File: config.mk
export PLATFORM = sky130hd
export DESIGN_NAME = wdt_top
export DESIGN_NICKNAME = d
export VERILOG_FILES = /design/src/rtl/wdt_pkg.sv /design/src/rtl/wdt_prescaler.sv /design/src/rtl/wdt_mode_reg.sv /design/src/rtl/wdt_counter.sv /design/src/rtl/wdt_rst_pulse.sv /design/src/rtl/wdt_top.sv
export SDC_FILE = /design/constraint.sdc
export NUM_CORES = 1
export LEC_CHECK = 0
export CAP_MARGIN = 10
export CORE_ASPECT_RATIO = 0.8
export CORE_UTILIZATION = 54
export CTS_BUF_LIST = sky130_fd_sc_hd__clkbuf_16
export DETAILED_ROUTE_END_ITERATION = 16
export DONT_BUFFER_PORTS = 1
export GPL_ROUTABILITY_DRIVEN = 0
export PLACE_DENSITY = 0.74
export SLEW_MARGIN = 25
export SYNTH_ARGS = -nofsm -noshare
export SYNTH_HDL_FRONTEND = slang
export SYNTH_SLANG_ARGS = --single-unit
File: constraint.sdc
create_clock -name clk_i -period 3.32 [get_ports clk_i]
set_input_delay 0.664 -clock clk_i [delete_from_list [all_inputs] [get_ports clk_i]]
set_output_delay 0.664 -clock clk_i [all_outputs]
set_load 0.02 [all_outputs]
File: src/rtl/wdt_pkg.sv
package wdt_pkg;
  typedef struct packed {
    logic en;
    logic locked;
  } wdt_flags_t;

  localparam int unsigned WDT_MIN_DIV = 2;
endpackage

File: src/rtl/wdt_prescaler.sv
module wdt_prescaler #(
  parameter int unsigned PRESC_DIV = 128
) (
  input  logic clk_i,
  input  logic rst_ni,
  input  logic slow_tick_i,
  input  logic clear_i,
  input  logic run_i,
  output logic tick_o
);
  import wdt_pkg::*;
  localparam int unsigned PW = (PRESC_DIV > 1) ? $clog2(PRESC_DIV) : 1;
  localparam logic [PW-1:0] LAST = PW'(PRESC_DIV - 1);

  logic [PW-1:0] presc_q;

  initial begin
    if (PRESC_DIV < WDT_MIN_DIV) $error("PRESC_DIV too small");
  end

  assign tick_o = run_i && slow_tick_i && (presc_q == LAST) && !clear_i;

  always_ff @(posedge clk_i or negedge rst_ni) begin
    if (!rst_ni)                    presc_q <= '0;
    else if (clear_i)               presc_q <= '0;
    else if (run_i && slow_tick_i)  presc_q <= (presc_q == LAST) ? '0 : presc_q + 1'b1;
  end

  p_tick_needs_slow_r2: assert property (@(posedge clk_i) disable iff (!rst_ni)
    tick_o |-> slow_tick_i);
  p_no_slow_hold_r2: assert property (@(posedge clk_i) disable iff (!rst_ni)
    (!slow_tick_i && !clear_i) |=> $stable(presc_q));
endmodule

File: src/rtl/wdt_mode_reg.sv
module wdt_mode_reg #(
  parameter int unsigned CNT_W = 12
) (
  input  logic             clk_i,
  input  logic             rst_ni,
  input  logic             we_i,
  input  logic             en_i,
  input  logic [CNT_W-1:0] tmo_i,
  output logic             apply_o,
  output logic             en_o,
  output logic             locked_o,
  output logic [CNT_W-1:0] tmo_o
);
  import wdt_pkg::*;
  wdt_flags_t    flags_q;
  logic [CNT_W-1:0] tmo_q;

  assign apply_o  = we_i && !flags_q.locked;
  assign en_o     = flags_q.en;
  assign locked_o = flags_q.locked;
  assign tmo_o    = tmo_q;

  // reset state: armed, unlocked, max timeout
  always_ff @(posedge clk_i or negedge rst_ni) begin
    if (!rst_ni) begin
      flags_q <= '{en: 1'b1, locked: 1'b0};
      tmo_q   <= '1;
    end else if (apply_o) begin
      flags_q <= '{en: en_i, locked: 1'b1};
      tmo_q   <= tmo_i;
    end
  end

  p_lock_stays_r7: assert property (@(posedge clk_i) disable iff (!rst_ni)
    locked_o |=> locked_o);
  p_mode_frozen_r7: assert property (@(posedge clk_i) disable iff (!rst_ni)
    locked_o |=> ($stable(tmo_o) && $stable(en_o)));
  p_write_locks_r6: assert property (@(posedge clk_i) disable iff (!rst_ni)
    we_i |=> locked_o);
endmodule

File: src/rtl/wdt_counter.sv
module wdt_counter #(
  parameter int unsigned CNT_W = 12
) (
  input  logic             clk_i,
  input  logic             rst_ni,
  input  logic             tick_i,
  input  logic             en_i,
  input  logic             load_i,
  input  logic [CNT_W-1:0] tmo_i,
  output logic             fire_o
);
  logic [CNT_W-1:0] cnt_q;

  assign fire_o = en_i && tick_i && !load_i && (cnt_q == '0);

  always_ff @(posedge clk_i or negedge rst_ni) begin
    if (!rst_ni)              cnt_q <= '1;
    else if (load_i)          cnt_q <= tmo_i;
    else if (en_i && tick_i)  cnt_q <= (cnt_q == '0) ? tmo_i : cnt_q - 1'b1;
  end

  p_no_fire_disabled_r8: assert property (@(posedge clk_i) disable iff (!rst_ni)
    !en_i |-> !fire_o);
  p_fire_on_tick_r2: assert property (@(posedge clk_i) disable iff (!rst_ni)
    fire_o |-> tick_i);
  p_load_restarts_r5: assert property (@(posedge clk_i) disable iff (!rst_ni)
    load_i |=> (cnt_q == $past(tmo_i)));
endmodule

File: src/rtl/wdt_rst_pulse.sv
module wdt_rst_pulse #(
  parameter int unsigned RST_HOLD = 4
) (
  input  logic clk_i,
  input  logic rst_ni,
  input  logic fire_i,
  output logic rst_o,
  output logic fired_o
);
  localparam int unsigned HW = $clog2(RST_HOLD + 1);
  logic [HW-1:0] hold_q;
  logic          fired_q;

  always_ff @(posedge clk_i or negedge rst_ni) begin
    if (!rst_ni) begin
      hold_q  <= '0;
      fired_q <= 1'b0;
    end else begin
      if (fire_i)              hold_q <= HW'(RST_HOLD);
      else if (hold_q != '0)   hold_q <= hold_q - 1'b1;
      if (fire_i)              fired_q <= 1'b1;
    end
  end

  assign rst_o   = (hold_q != '0);
  assign fired_o = fired_q;

  p_fire_asserts_r9: assert property (@(posedge clk_i) disable iff (!rst_ni)
    fire_i |=> rst_o);
  p_fired_sticky_r10: assert property (@(posedge clk_i) disable iff (!rst_ni)
    fired_o |=> fired_o);
  p_rst_implies_fired_r10: assert property (@(posedge clk_i) disable iff (!rst_ni)
    rst_o |-> fired_o);
endmodule

File: src/rtl/wdt_top.sv
module wdt_top #(
  parameter int unsigned CNT_W     = 12,
  parameter int unsigned PRESC_DIV = 128,
  parameter int unsigned RST_HOLD  = 4
) (
  input  logic             clk_i,
  input  logic             rst_ni,
  input  logic             slow_tick_i,
  input  logic             mode_we_i,
  input  logic             mode_en_i,
  input  logic [CNT_W-1:0] mode_tmo_i,
  input  logic             kick_i,
  output logic             wdt_rst_o,
  output logic             fired_o,
  output logic             locked_o,
  output logic             enabled_o
);
  logic             apply, en, tick, load, fire;
  logic [CNT_W-1:0] tmo;

  wdt_mode_reg #(.CNT_W(CNT_W)) u_mode (
    .clk_i, .rst_ni,
    .we_i(mode_we_i), .en_i(mode_en_i), .tmo_i(mode_tmo_i),
    .apply_o(apply), .en_o(en), .locked_o(locked_o), .tmo_o(tmo)
  );

  // restart only honoured while enabled; an accepted mode write also restarts
  assign load = apply || (kick_i && en);

  wdt_prescaler #(.PRESC_DIV(PRESC_DIV)) u_presc (
    .clk_i, .rst_ni, .slow_tick_i,
    .clear_i(load), .run_i(en), .tick_o(tick)
  );

  wdt_counter #(.CNT_W(CNT_W)) u_cnt (
    .clk_i, .rst_ni, .tick_i(tick), .en_i(en),
    .load_i(load), .tmo_i(apply ? mode_tmo_i : tmo), .fire_o(fire)
  );

  wdt_rst_pulse #(.RST_HOLD(RST_HOLD)) u_pulse (
    .clk_i, .rst_ni, .fire_i(fire), .rst_o(wdt_rst_o), .fired_o(fired_o)
  );

  assign enabled_o = en;

  p_disabled_quiet_r8: assert property (@(posedge clk_i) disable iff (!rst_ni)
    (!enabled_o && !wdt_rst_o) |=> !wdt_rst_o);
endmodule

Word-level counts from Yosys, hierarchy flattened
Cells that the tools add are included.
{ "classes": {"reduce_logical": 16, "n_addsub": 3, "muxes": 9, "eq_ne": 1} }
{ "ops": {"columns": ["cell", "count"], "rows": [
  ["2-to-1 mux 12 bit", 4],
  ["2-to-1 mux 7 bit", 3],
  ["zero test 12 bit", 1],
  ["subtractor 12 x 1 -> 12 bit, second input constant", 1],
  ["logical AND 1 bit", 8],
  ["adder 7 x 1 -> 7 bit, second input constant", 1],
  ["== test 7 bit, second input constant", 1],
  ["2-to-1 mux 3 bit", 2],
  ["nonzero test 2 bit", 3],
  ["nonzero test 3 bit", 1],
  ["subtractor 3 x 1 -> 3 bit, second input constant", 1],
  ["zero test 1 bit", 2],
  ["logical OR 1 bit", 1]
]} }
{ "totals": {"reg_bits": 37, "word_cells": 36, "output_inout_bits": 4, "in_bits": 18} }

Longest topological paths before layout
{ "logic_depth": {"word_depth": 9, "mapped_depth": 9, "ltp_nobuf": 7} }

Modules after synthesis
Synthesis repeated with hierarchy kept, for this count alone.
{ "hier_totals": {"cells_unflattened": 203, "area_unflattened_um2": 2240.9} }
{ "modules_own_cells": {"columns": ["mod", "seq_area_each_um2", "instances", "area_each_um2", "cells_per_inst"], "rows": [
  ["wdt_counter", 315.3, 1, 854.6, 98],
  ["wdt_mode_reg", 366.6, 1, 598.1, 31],
  ["wdt_prescaler", 175.2, 1, 387.9, 42],
  ["wdt_rst_pulse", 100.1, 1, 211.5, 18],
  ["wdt_top", 0.0, 1, 188.9, 14]
]} }

Worst setup path after synthesis
No wires, ideal clock.
{ "synth_path": {"path_kind": "reg2reg", "startpoint": "register u_cnt.cnt_q[0]", "endpoint": "register u_cnt.cnt_q[5]", "required_ps": 3238, "n_path_buf": 2, "period_less_slack_ps": 2099, "setup_slack_ps": 1221, "setup_time_ps": 82, "path_stages_with_launch": 10, "arrival_time_ps": 2017, "path_cell_list": "dfstp_2 -> inv_1 -> ha_1 -> or4b_1 -> buf_2 -> nor3_4 -> nand2b_1 -> buf_6 -> o21ai_2 -> a211o_1"} }
{ "synth_between": {"elab_chain_len": 4, "word_cells_on_any_way": 5, "cone_classes": "add/sub: 1; mux: 3; reduce/logical: 1"} }
{ "synth_rtl": {"columns": ["item", "line_no", "rtl"], "rows": [
  ["start: declaration", "wdt_counter.sv:12", "logic [CNT_W-1:0] cnt_q;"],
  ["start signal: assignment", "wdt_counter.sv:18", "else if (load_i) cnt_q <= tmo_i;"],
  ["start signal: assignment", "wdt_counter.sv:19", "else if (en_i && tick_i) cnt_q <= (cnt_q == '0) ? tmo_i : cnt_q - 1'b1;"],
  ["subtractor 12 x 1 -> 12 bit / zero test 12 bit (equally long branches)", "wdt_counter.sv:19", null],
  ["2-to-1 mux 12 bit * (2 in a row)", "wdt_counter.sv:19", null],
  ["2-to-1 mux 12 bit *", "wdt_counter.sv:18", null]
]} }
Every way passes the cells marked *; elsewhere a longest branch is shown, timed or not. The select of a mux whose other input is x is not followed.
A chain may end at the register's enable or synchronous reset.

Worst setup path in the final report
Same ends and word-level chain as after synthesis.

==> key figures <==
Outcome
  – Status: complete, no violations

Pwr
  – Total internal power: 0.0009746 W
  – Power density normalized to cell area: roughly 650 mW/mm^2
  – Fraction of power consumed by sequential logic: roughly 48%
  – Reported leakage power: a little under 0.9 nW
  – Share of total power in the clock network: 32.3%
  – Worst IR drop on VDD: roughly 0.00042 V
  – Switching power: between 0.0003 and 0.0004 W
  – Portion of total power attributed to combinational logic: between 15 and 20%
  – Switching portion of total power: about 29%

Critical path
  – Count of buffer and inverter cells on the critical path: 1
  – Master of the slowest instance on the critical path: or4b_1
  – R2R setup slack: 800 ps
  – Category of the most critical setup path: reg -> reg
  – Family of cells with the greatest summed delay on the critical path: simple AND/OR/NAND/NOR gates
  – Cell Chain, Critical Path: inv_1 -> ha_1 -> or4b_1 -> nor3_4 -> nand2b_1 -> o21ai_2 -> a211o_1
  – CP max stage delay: approximately 610 ps
  – Critical path launch point: u_cnt.cnt_q[0]
  – Endpoint required time on the critical path: between 3000 and 4000 ps
  – R2r endpoint: u_cnt.cnt_q[5]
  – Critical-path maximum fanout: 10
  – Reg2Reg Launch Point: u_cnt.cnt_q[0]
  – CP arrival: 2730 ps
  – Critical path capture point: u_cnt.cnt_q[5]
  – Setup crit end kind: register
  – Path length in cells of the critical path: 7
  – Startpoint type of the worst setup path: register
  – Depth of the worst register-to-register path: 7

Detailed routing
  – Final antenna-violating net count: 0
  – DRT Wirelength: approximately 4.1 mm
  – Wire length per cell: between 15 and 20 um
  – Violation count after the first detailed-route iteration: between 100 and 150
  – Detailed-route DRC error count: 0
  – Total iterations of the first detailed-routing run: 4
  – Total via count after detailed routing: about 1500
  – Vias per std cell: between 6 and 7

Timing
  – Max_slew headroom: approximately 49%
  – Slew at the pin closest to its max-slew limit: 757.7 ps
  – Count of endpoints failing hold in the final timing report: 0
  – F_max: around 400 MHz
  – Final cycle utilization of the critical path: about three quarters
  – Final setup vio count: 0
  – Worst Setup Slack, final: ~800 ps
  – Max Slew Vio Count: 0
  – Setup total negative slack: 0 ps
  – Unrepaired setup endpoints after global routing: false
  – Worst setup skew after layout: 4.976 ps
  – Final critical delay including setup and external delays: about 2500 ps

Global route
  – Initial antenna violation count: 0
  – GR Util All Layers: 24.26%
  – Total congestion overflow after global routing: 0
  – Largest net degree at the start of global routing: 38
  – Wire length of the first global-routing pass: roughly 7 mm
  – Via count of the first global-routing pass: roughly 1500

CTS
  – TritonCTS buffer count: 5
  – Hold buffer count at CTS: 0
  – Total of cells resized after clock tree synthesis: 0
  – Clock insertion delay at the later pin of the skew report: approximately 280 ps
  – Clock Sink Count: 37
  – Clock Path Buffers: 2
  – TritonCTS clock tree: yes
  – Setup bufs post-CTS: 0
  – CTS clk-pin slew, worst paths: roughly 50 ps
  – H-tree depth: 2
  – Buffer cell driving the clock tree root: clkbuf_16

Finish
  – Layout overhead on the synthesized area: 8.558%
  – Final #Nets: 212
  – Number of inserted diodes: 0
  – Fraction of layout instances using a drive strength above 1: a little over a quarter
  – Most common cell after layout, fill and taps aside: dfstp_2
  – Highest-count cells in the layout ignoring fill and taps: 25 x dfstp_2, 17 x nand2_1, 16 x nor2_1, 13 x mux2_2, 12 x dfrtp_1

Logic synthesis
  – Synthesized Nets: between 200 and 250
  – Fraction of registers with async set/reset: 100.0%
  – Synth Flop Type: dfstp_2
  – Number of distinct library cells after synthesis: 47
  – Number of synthesis warnings: 0
  – Mapped cell area: a little under 0.002 mm^2
  – Fraction of the yosys area taken by sequential cells: 49.23%
  – Post-synthesis average cell area: 10.34 um^2
  – Top cell type by total area after synthesis: dfstp_2
  – Mapped Cells: between 150 and 200
  – #FFs+latches synth: 37
  – Top cells by area, synth: dfstp_2 34%, dfrtp_1 15%, mux2_2 7.5%
  – Top-area cell type share of the netlist area: between 30 and 40%
  – Count of flip-flops with a built-in enable after synthesis: 0

Die
  – Core area: about 0.0034 mm^2
  – Die width: around 69 um
  – Io pins: 22
  – Die area: slightly below 0.004 mm^2
  – Chip height: between 50 and 60 um
  – Cell Rows: 19
  – Initial core utilization: 56.41%

Place
  – Post-detail-place hpwl: approximately 3.0 mm
  – Placement-stage worst setup slack: 807.1 ps
  – Total of buffers placed on input and output ports: 0

Job
  – Max-cap viol count: 0

Hold path
  – Min-Delay Path Class: in -> async
[sequential cells by signal, indices dropped and copies added, names as in the netlist]
register,cells
u_cnt.cnt_q,12
u_mode.en_o,1
u_mode.locked_o,1
u_mode.tmo_o,12
u_presc.presc_q,7
u_pulse.fired_o,1
u_pulse.hold_q,3
[cell usage after synthesis (4+ instances only)]
| cell type | n |
|---|---|
| dfstp_2 | 25 |
| nand2_1 | 17 |
| nor2_1 | 16 |
| mux2_2 | 13 |
| dfrtp_1 | 12 |
| nor3_1 | 11 |
| nand3_1 | 9 |
| inv_1 | 7 |
| a21oi_1 | 5 |
| nand4_1 | 5 |
| o21ai_0 | 5 |
| buf_2 | 4 |
| ha_1 | 4 |
| nand2b_1 | 4 |
[power by group through the flow]
stage               combinational, W  clock (W)  sequential (W)
floorplan                   0.000220          0        0.000642
global placement            0.000249          0        0.000662
detailed placement          0.000261          0        0.000667
global route                0.000298   0.000474        0.000676
CTS                         0.000264   0.000451        0.000661
finish                      0.000266   0.000443        0.000664
[how the worst min path moves through the flow]
stage | startpoint | to | slack, ps | depth (start not counted)
after floorplan | rst_ni | u_mode.locked_o | 370 | 0
after global placement | rst_ni | u_pulse.hold_q[0] | 370 | 0
after detailed placement | rst_ni | u_pulse.hold_q[0] | 370 | 0
after CTS | rst_ni | u_pulse.hold_q[0] | 70 | 0
after global routing | rst_ni | u_pulse.hold_q[0] | 60 | 0
final | rst_ni | u_pulse.hold_q[0] | 80 | 0
[area by class of cell]
| type | instances | area [um^2] |
|---|---|---|
| clock buffer | 5 | 125.1 |
| clock inverter | 3 | 12.51 |
| fill | 291 | 1336 |
| inverter | 7 | 26.28 |
| multi-input combinational | 137 | 922.1 |
| sequential | 37 | 957.2 |
| tap | 42 | 52.55 |
| timing repair buffer | 2 | 15.01 |
[worst reg2reg max path, stage by stage (launching register included)]
cell	delay [ps]
dfstp_2	390
inv_1	70
ha_1	220
or4b_1	610
nor3_4	370
nand2b_1	390
o21ai_2	100
a211o_1	310
[routing by layer]
metal  vias to the layer above  GRT usage, %  share of wire [%]
li1                        699             -                  -
met1                       721         31.05                 45
met2                        50         36.48                 46
met3                         9         9.601                7.4
met4                         0         10.79                1.7
met5                         -             0                  0
[kinds of logic (layout without fill, tap and decap cells)]
kind of cell	after synthesis	in the layout	share of synthesized area (%)
buf+inv	14	17	3.346
xor+xnor	4	4	1.802
simple gates	80	80	21.62
mux	16	16	9.073
flops	37	37	49.23
fa+ha+maj	4	4	2.574
compound gates	33	33	12.36
[stage by stage]
stage	hold slack [ps]	instance area, um^2	total power (W)	util [%]	instances
floorplan	368.4	1944	0.0008626	-	188
global placement	369.2	1966	0.0009105	57.02	224
detailed placement	369.5	1973	0.0009281	57.24	225
CTS	72.31	2111	0.001376	61.23	233
global route	64.84	2111	0.001448	61.23	233
finish	75.62	2111	0.001372	61.23	233
Note: power is estimated with default switching activity, not from simulation.
